File: src/rtl/sar_tmr_pkg.sv
package sar_tmr_pkg;
  typedef enum logic [1:0] {
    ENG_IDLE   = 2'd0,
    ENG_SAMPLE = 2'd1,
    ENG_TRIAL  = 2'd2
  } eng_state_t;
endpackage

File: src/rtl/sar_tmr_timebase.sv
// Prescaler plus unit counter; flags the last base cycle of a phase or trial.
module sar_tmr_timebase #(
  parameter int DIV_W = 4,
  parameter int CNT_W = 10
) (
  input  logic             clk,
  input  logic             rst,
  input  logic             run,
  input  logic [DIV_W-1:0] div,
  input  logic [CNT_W-1:0] limit,
  output logic             unit_end
);
  logic [DIV_W-1:0] pre;
  logic [CNT_W-1:0] units;
  logic             tick;

  assign tick     = run && (pre == div);
  // a limit of 0 ends after one unit, like a limit of 1
  assign unit_end = tick && (({1'b0, units} + (CNT_W+1)'(1)) >= {1'b0, limit});

  always_ff @(posedge clk) begin
    if (rst || !run) begin
      pre   <= '0;
      units <= '0;
    end else if (tick) begin
      pre   <= '0;
      units <= unit_end ? '0 : units + CNT_W'(1);
    end else begin
      pre   <= pre + DIV_W'(1);
    end
  end

  // the prescaler never runs past the programmed ratio
  p_pre_bound_r2: assert property (@(posedge clk) disable iff (rst)
    run |-> (pre <= div));
endmodule

File: src/rtl/sar_tmr_bits.sv
// Successive-approximation register: one-hot trial mask walking downward.
module sar_tmr_bits #(
  parameter int RES_W = 10,
  parameter int IDX_W = 4
) (
  input  logic             clk,
  input  logic             rst,
  input  logic             clr,
  input  logic             load,
  input  logic [IDX_W-1:0] top_idx,
  input  logic             step,
  input  logic             comp,
  output logic [RES_W-1:0] trial,
  output logic [RES_W-1:0] settled,
  output logic             last
);
  logic [RES_W-1:0] acc;
  logic [RES_W-1:0] mask;

  assign trial   = acc | mask;
  assign settled = comp ? (acc | mask) : acc;
  assign last    = mask[0];

  always_ff @(posedge clk) begin
    if (rst || clr) begin
      acc  <= '0;
      mask <= '0;
    end else if (load) begin
      acc  <= '0;
      mask <= RES_W'(1) << top_idx;
    end else if (step) begin
      acc  <= settled;
      mask <= mask >> 1;
    end
  end

  // at most one bit is under trial at any time
  p_one_trial_r7: assert property (@(posedge clk) disable iff (rst)
    $onehot0(mask));
  // a step that is not the last leaves exactly one bit under trial
  p_walk_down_r7: assert property (@(posedge clk) disable iff (rst)
    (step && !last && !clr) |=> ($countones(mask) == 1));
endmodule

File: src/rtl/sar_tmr_engine.sv
module sar_tmr_engine #(
  parameter int DIV_W    = 4,
  parameter int SAMP_W   = 10,
  parameter int CMP_W    = 6,
  parameter int RES_W    = 10,
  parameter int NARROW_W = 8,
  parameter int SAMP_RST = 44,
  parameter int CMP_RST  = 4
) (
  input  logic              clk,
  input  logic              rst,
  input  logic              cfg_load,
  input  logic [DIV_W-1:0]  cfg_div,
  input  logic [SAMP_W-1:0] cfg_samp,
  input  logic [CMP_W-1:0]  cfg_cmp,
  input  logic              start,
  input  logic              stop,
  input  logic              res8,
  input  logic              comp_in,
  output logic              sample_en,
  output logic [RES_W-1:0]  trial_code,
  output logic              busy,
  output logic              done,
  output logic [RES_W-1:0]  result,
  output logic              cfg_err
);
  import sar_tmr_pkg::*;

  localparam int IDX_W = $clog2(RES_W);

  eng_state_t        state;
  logic [DIV_W-1:0]  div_q;
  logic [SAMP_W-1:0] samp_q;
  logic [CMP_W-1:0]  cmp_q;
  logic              res8_q;

  logic              idle, in_trial, start_ok, start_bad;
  logic              unit_end, step, last;
  logic [SAMP_W-1:0] limit;
  logic [IDX_W-1:0]  top_idx;
  logic [RES_W-1:0]  trial, settled;

  assign idle      = (state == ENG_IDLE);
  assign in_trial  = (state == ENG_TRIAL);
  assign start_ok  = idle && start && !stop && (cmp_q != '0);
  assign start_bad = idle && start && !stop && (cmp_q == '0);
  assign limit     = (state == ENG_SAMPLE) ? samp_q
                                           : {{(SAMP_W-CMP_W){1'b0}}, cmp_q};
  assign step      = in_trial && unit_end && !stop;
  assign top_idx   = res8 ? IDX_W'(NARROW_W-1) : IDX_W'(RES_W-1);
  assign trial_code = in_trial ? trial : '0;

  sar_tmr_timebase #(.DIV_W(DIV_W), .CNT_W(SAMP_W)) u_tb (
    .clk      (clk),
    .rst      (rst),
    .run      (!idle),
    .div      (div_q),
    .limit    (limit),
    .unit_end (unit_end)
  );

  sar_tmr_bits #(.RES_W(RES_W), .IDX_W(IDX_W)) u_bits (
    .clk     (clk),
    .rst     (rst),
    .clr     (stop),
    .load    (start_ok),
    .top_idx (top_idx),
    .step    (step),
    .comp    (comp_in),
    .trial   (trial),
    .settled (settled),
    .last    (last)
  );

  always_ff @(posedge clk) begin
    if (rst) begin
      state     <= ENG_IDLE;
      busy      <= 1'b0;
      sample_en <= 1'b0;
      done      <= 1'b0;
      cfg_err   <= 1'b0;
      result    <= '0;
      res8_q    <= 1'b0;
      div_q     <= '0;
      samp_q    <= SAMP_W'(SAMP_RST);
      cmp_q     <= CMP_W'(CMP_RST);
    end else begin
      done    <= 1'b0;
      cfg_err <= start_bad;
      if (cfg_load && idle && !start) begin
        div_q  <= cfg_div;
        samp_q <= cfg_samp;
        cmp_q  <= cfg_cmp;
      end
      if (stop) begin
        state     <= ENG_IDLE;
        busy      <= 1'b0;
        sample_en <= 1'b0;
      end else begin
        unique case (state)
          ENG_IDLE: if (start_ok) begin
            state     <= ENG_SAMPLE;
            busy      <= 1'b1;
            sample_en <= 1'b1;
            res8_q    <= res8;
          end
          ENG_SAMPLE: if (unit_end) begin
            state     <= ENG_TRIAL;
            sample_en <= 1'b0;
          end
          ENG_TRIAL: if (unit_end && last) begin
            state  <= ENG_IDLE;
            busy   <= 1'b0;
            done   <= 1'b1;
            result <= settled;
          end
          default: state <= ENG_IDLE;
        endcase
      end
    end
  end

  p_done_single_r10: assert property (@(posedge clk) disable iff (rst)
    done |=> !done);
  p_done_idle_r6: assert property (@(posedge clk) disable iff (rst)
    done |-> (!busy && !sample_en));
  p_sample_busy_r3: assert property (@(posedge clk) disable iff (rst)
    sample_en |-> busy);
  p_stop_abort_r9: assert property (@(posedge clk) disable iff (rst)
    stop |=> (!busy && !done && !sample_en));
  p_err_refused_r5: assert property (@(posedge clk) disable iff (rst)
    cfg_err |-> !busy);
  p_narrow_top_r8: assert property (@(posedge clk) disable iff (rst)
    (done && res8_q) |-> (result[RES_W-1:NARROW_W] == '0));
  p_cfg_frozen_r11: assert property (@(posedge clk) disable iff (rst)
    busy |=> ($stable(div_q) && $stable(samp_q) && $stable(cmp_q)));
endmodule

File: config.mk
export PLATFORM = sky130hd
export DESIGN_NAME = sar_tmr_engine
export DESIGN_NICKNAME = d
export VERILOG_FILES = /design/src/rtl/sar_tmr_pkg.sv /design/src/rtl/sar_tmr_timebase.sv /design/src/rtl/sar_tmr_bits.sv /design/src/rtl/sar_tmr_engine.sv
export SDC_FILE = /design/constraint.sdc
export NUM_CORES = 1
export LEC_CHECK = 0
export CAP_MARGIN = 20
export CORE_MARGIN = 3
export CORE_UTILIZATION = 40
export CTS_CLUSTER_DIAMETER = 50
export DETAILED_ROUTE_END_ITERATION = 10
export SLEW_MARGIN = 5
export SYNTH_ARGS = -nofsm -noshare
export SYNTH_HDL_FRONTEND = slang
export SYNTH_HIERARCHICAL = 1
export SYNTH_SLANG_ARGS = --single-unit
File: constraint.sdc
create_clock -name clk -period 6.55 [get_ports clk]
set_clock_uncertainty 0.2 [all_clocks]
set_input_delay 1.965 -clock clk [delete_from_list [all_inputs] [get_ports clk]]
set_output_delay 1.965 -clock clk [all_outputs]
set_load 0.01 [all_outputs]
==> run_results.csv <==
group,metric,value,unit
outcome,status,"complete, no violations",
placed_design,hpwl,5855,um
global_routing,grt_max_degree,37,
yosys,synthDistinctLibCells,50,
setup_path,crit_path_end_kind,"flop",
sta,setup_tns,0,ns
sta,fin_crit_sh,0.6779,
sta,hold_viol,0,
detailed_routing,ant_nets,0,
sta,rsz0062_at_grt,"false",
setup_path,crit_type,"flop to flop",
sta,holdWs,0.2509,ns
yosys,async_flop_share,0,
yosys,synth_warnings,6,
setup_path,cp_data_required_time,6.56,ns
yosys,netlist.area_leader.share,0.3861,
detailed_routing,dr.pass1.iters,4,
detailed_routing,drt_wl_total,8075,um
yosys,synth_ff_type,"dfxtp_1",
min_path,holdCritStartpoint,"samp_q[8]",
setup_path,rrSetupSlack,2.11,ns
yosys,yosys.area.top_type,"dfxtp_1",
floorplanning,dieArea,10250,um2
sta,drv_slew,0,
detailed_routing,drcViolationCount,0,
yosys,synthCells,433,
flow_run,cap_violations,0,
global_routing,grt_antenna_before_repair,0,
yosys,synth-edff-count,0,
yosys,synth_seq_area_share,0.3861,
power_and_ir_drop,ir_worst_vdd,79.19,uV
sta,setup_viol,0,
global_routing,grt-ovfl-total,0,
min_path,hold_class,"flop to flop",
floorplanning,die_h,101.3,um
cts,cts_buffers,9,
sta,relSlewSlack,0.3391,
yosys,ys_ff_latch,70,
cts,ctsResizeCount,0,
setup_path,critPathLaunch,"state[0]",
floorplanning,core,8763,um2
setup_path,r2r-start,"state[0]",
cts,clk_pin_slew,0.09,ns
final_layout,nNetsFinal,518,
setup_path,critPathMaxFanout,29,
cts,htreeDepth,3,
floorplanning,boundaryPins,51,
final_layout,final_cells,592,
sta,max_clock_freq,0.2252,GHz
detailed_routing,wl_per_cell,13.64,um
placed_design,dp.cells,576,
setup_path,arrival,4.45,ns
yosys,syn-cell-area,3630,um2
cts,hold_buffers,0,
detailed_routing,vias,2980,
cts,cts_tree,"built",
yosys,synthTopCellsByArea,"dfxtp_1 (39%), nand2_1 (7.5%), nor2b_1 (4.7%)",
sta,layout_min_cycle_time,4.440,ns
global_routing,grt_pass1_vias,2812,
cts,root_buffer,"clkbuf_8",
floorplanning,num_rows,34,
cts,clk_latency,0.34,ns
final_layout,areaGrowthSynthToFinish,20.34,%
yosys,avgSynthCellArea,8.383,um2
placed_design,gp_congestion,0.7668,
power_and_ir_drop,power.total,834.6,uW
floorplanning,start_util,0.4142,
cts,clock_sinks,70,
placed_design,numPortBuffers,50,
global_routing,track_usage,0.1645,
min_path,whs_endpoint,"samp_q[8]",
power_and_ir_drop,power.density,191.1,nW/um2
detailed_routing,dr.first_iter.drc_count,116,
floorplanning,die_w,101.3,um
final_layout,antenna_cells,0,
detailed_routing,via_per_inst,5.034,
final_layout,drive_above_1_share,0.1260,
setup_path,ff2ff_path_depth,12,
power_and_ir_drop,p_leak,1.674,nW
sta,worstMarginPinSlew,0.9913,ns
cts,cts_buffer_depth,2,
setup_path,r2r_end,"u_bits/mask[4]",
cts,post_cts_buffers,0,
min_path,min_path_cells,2,
final_layout,utilization,0.4984,
global_routing,grt_first_pass_wirelength,13390,um
setup_path,start_kind,"flop",
## critical path, stage by stage (launching register included)
cell,delay (ns)
dfxtp_1,0.47
nor2b_1,0.68
mux2_2,0.41
ha_1,0.28
nor2b_1,0.04
o21ai_0,0.18
a21oi_1,0.10
o21a_2,0.33
nor2_1,0.29
and3b_1,0.88
nor2b_1,0.11
a211oi_1,0.25
a211oi_1,0.09
## metrics by stage
stage / instance area [um2] / setup WS [ns]
detailed placement: 4190 / 2.098
global placement: 4190 / 2.155
global route: 4368 / 1.666
floorplan: 3652 / 3.096
finish: 4368 / 2.110
CTS: 4368 / 2.125
## placed cells by master, fill, tap and decap left out, types with 2 or more instances in the layout
cell | netlist | final
nand2_1 | 73 | 73
dfxtp_1 | 70 | 70
clkdlybuf4s50_1 | 0 | 50
a21oi_1 | 31 | 31
nor2b_1 | 27 | 27
nor2_1 | 20 | 20
or2_2 | 16 | 16
a211oi_1 | 16 | 16
and2_1 | 14 | 14
inv_1 | 13 | 13
ha_1 | 12 | 12
nand3_1 | 11 | 11
a21o_1 | 10 | 10
nor3b_2 | 10 | 10
o22a_1 | 9 | 9
clkbuf_8 | 0 | 9
nor3_1 | 9 | 9
nand3b_1 | 8 | 8
conb_1 | 1 | 7
xnor2_1 | 7 | 7
mux2_2 | 6 | 6
xor2_1 | 6 | 6
a31oi_1 | 5 | 5
nand2b_1 | 4 | 4
o21ai_0 | 4 | 4
clkinvlp_4 | 0 | 3
inv_6 | 0 | 3
nand3_2 | 3 | 3
or3_1 | 2 | 2
buf_4 | 1 | 2
nor4_1 | 2 | 2
o21ai_1 | 2 | 2
## logic make-up after synthesis
group                    count (synthesis)  share of synthesized area
XOR/XNOR                                13                    0.03137
flip-flops                              70                     0.3861
multiplexers                             6                    0.01861
AND/OR/NAND/NOR                        212                     0.3261
AO/OA/AOI/OAI                           83                     0.1493
adder cells (fa/ha/maj)                 12                    0.04136
other                                    1                   0.001033
buffers and inverters                   36                    0.04619
## routing by layer
layer	track usage	vias up	part of all wire
met2	0.2414	48	0.43
met5	0	-	0
met3	0.03719	11	0.045
met4	0.06135	0	0.014
met1	0.2350	1355	0.51
li1	-	1566	-
## power breakdown
part / internal, mW / switching (mW)
Clock: 0.140 / 0.177
Combinational: 0.0361 / 0.0394
Sequential: 0.435 / 0.00725
Total: 0.611 / 0.223
## synth_stat cells, types with 4 or more instances
| library cell | number |
|---|---|
| o21ai_0 | 4 |
| clkbuf_1 | 8 |
| nor2b_1 | 27 |
| nor3b_2 | 10 |
| nand3b_1 | 8 |
| a21o_1 | 10 |
| inv_1 | 13 |
| or2_2 | 16 |
| dfxtp_1 | 70 |
| xor2_1 | 6 |
| nand3_1 | 11 |
| nand2b_1 | 4 |
| o22a_1 | 9 |
| a31oi_1 | 5 |
| mux2_2 | 6 |
| ha_1 | 12 |
| nor3_1 | 9 |
| nand2_1 | 73 |
| nor2_1 | 20 |
| buf_2 | 11 |
| a211oi_1 | 16 |
| a21oi_1 | 31 |
| and2_1 | 14 |
| xnor2_1 | 7 |
## state kept, by name, summed over array words and instances (netlist names)
register / cells
sample_en: 1
samp_q: 10
u_tb/units: 10
done: 1
busy: 1
state: 2
u_tb/pre: 4
u_bits/acc: 10
result: 10
div_q: 4
cfg_err: 1
cmp_q: 6
u_bits/mask: 10
## final cells by class
class                      instances  area [um2]
sequential                        70        1401
timing repair buffer              52       515.5
inverter                          13       48.80
multi-input combinational        333        2090
clock buffer                       9       123.9
fill                             858        4395
tap                              108       135.1
clock inverter                     7       53.80
## how the worst max path moves through the flow
stage,slack (ns),depth (start not counted),end
3_3_place_gp,2.16,6,u_bits/acc[0]
5_1_grt,1.67,12,u_bits/mask[6]
4_1_cts,2.13,12,u_bits/mask[4]
6_report,2.11,12,u_bits/mask[4]
3_5_place_dp,2.10,6,u_bits/acc[1]
2_1_floorplan,3.10,15,result[0]
No activity file was read; power rests on OpenSTA's default activity.
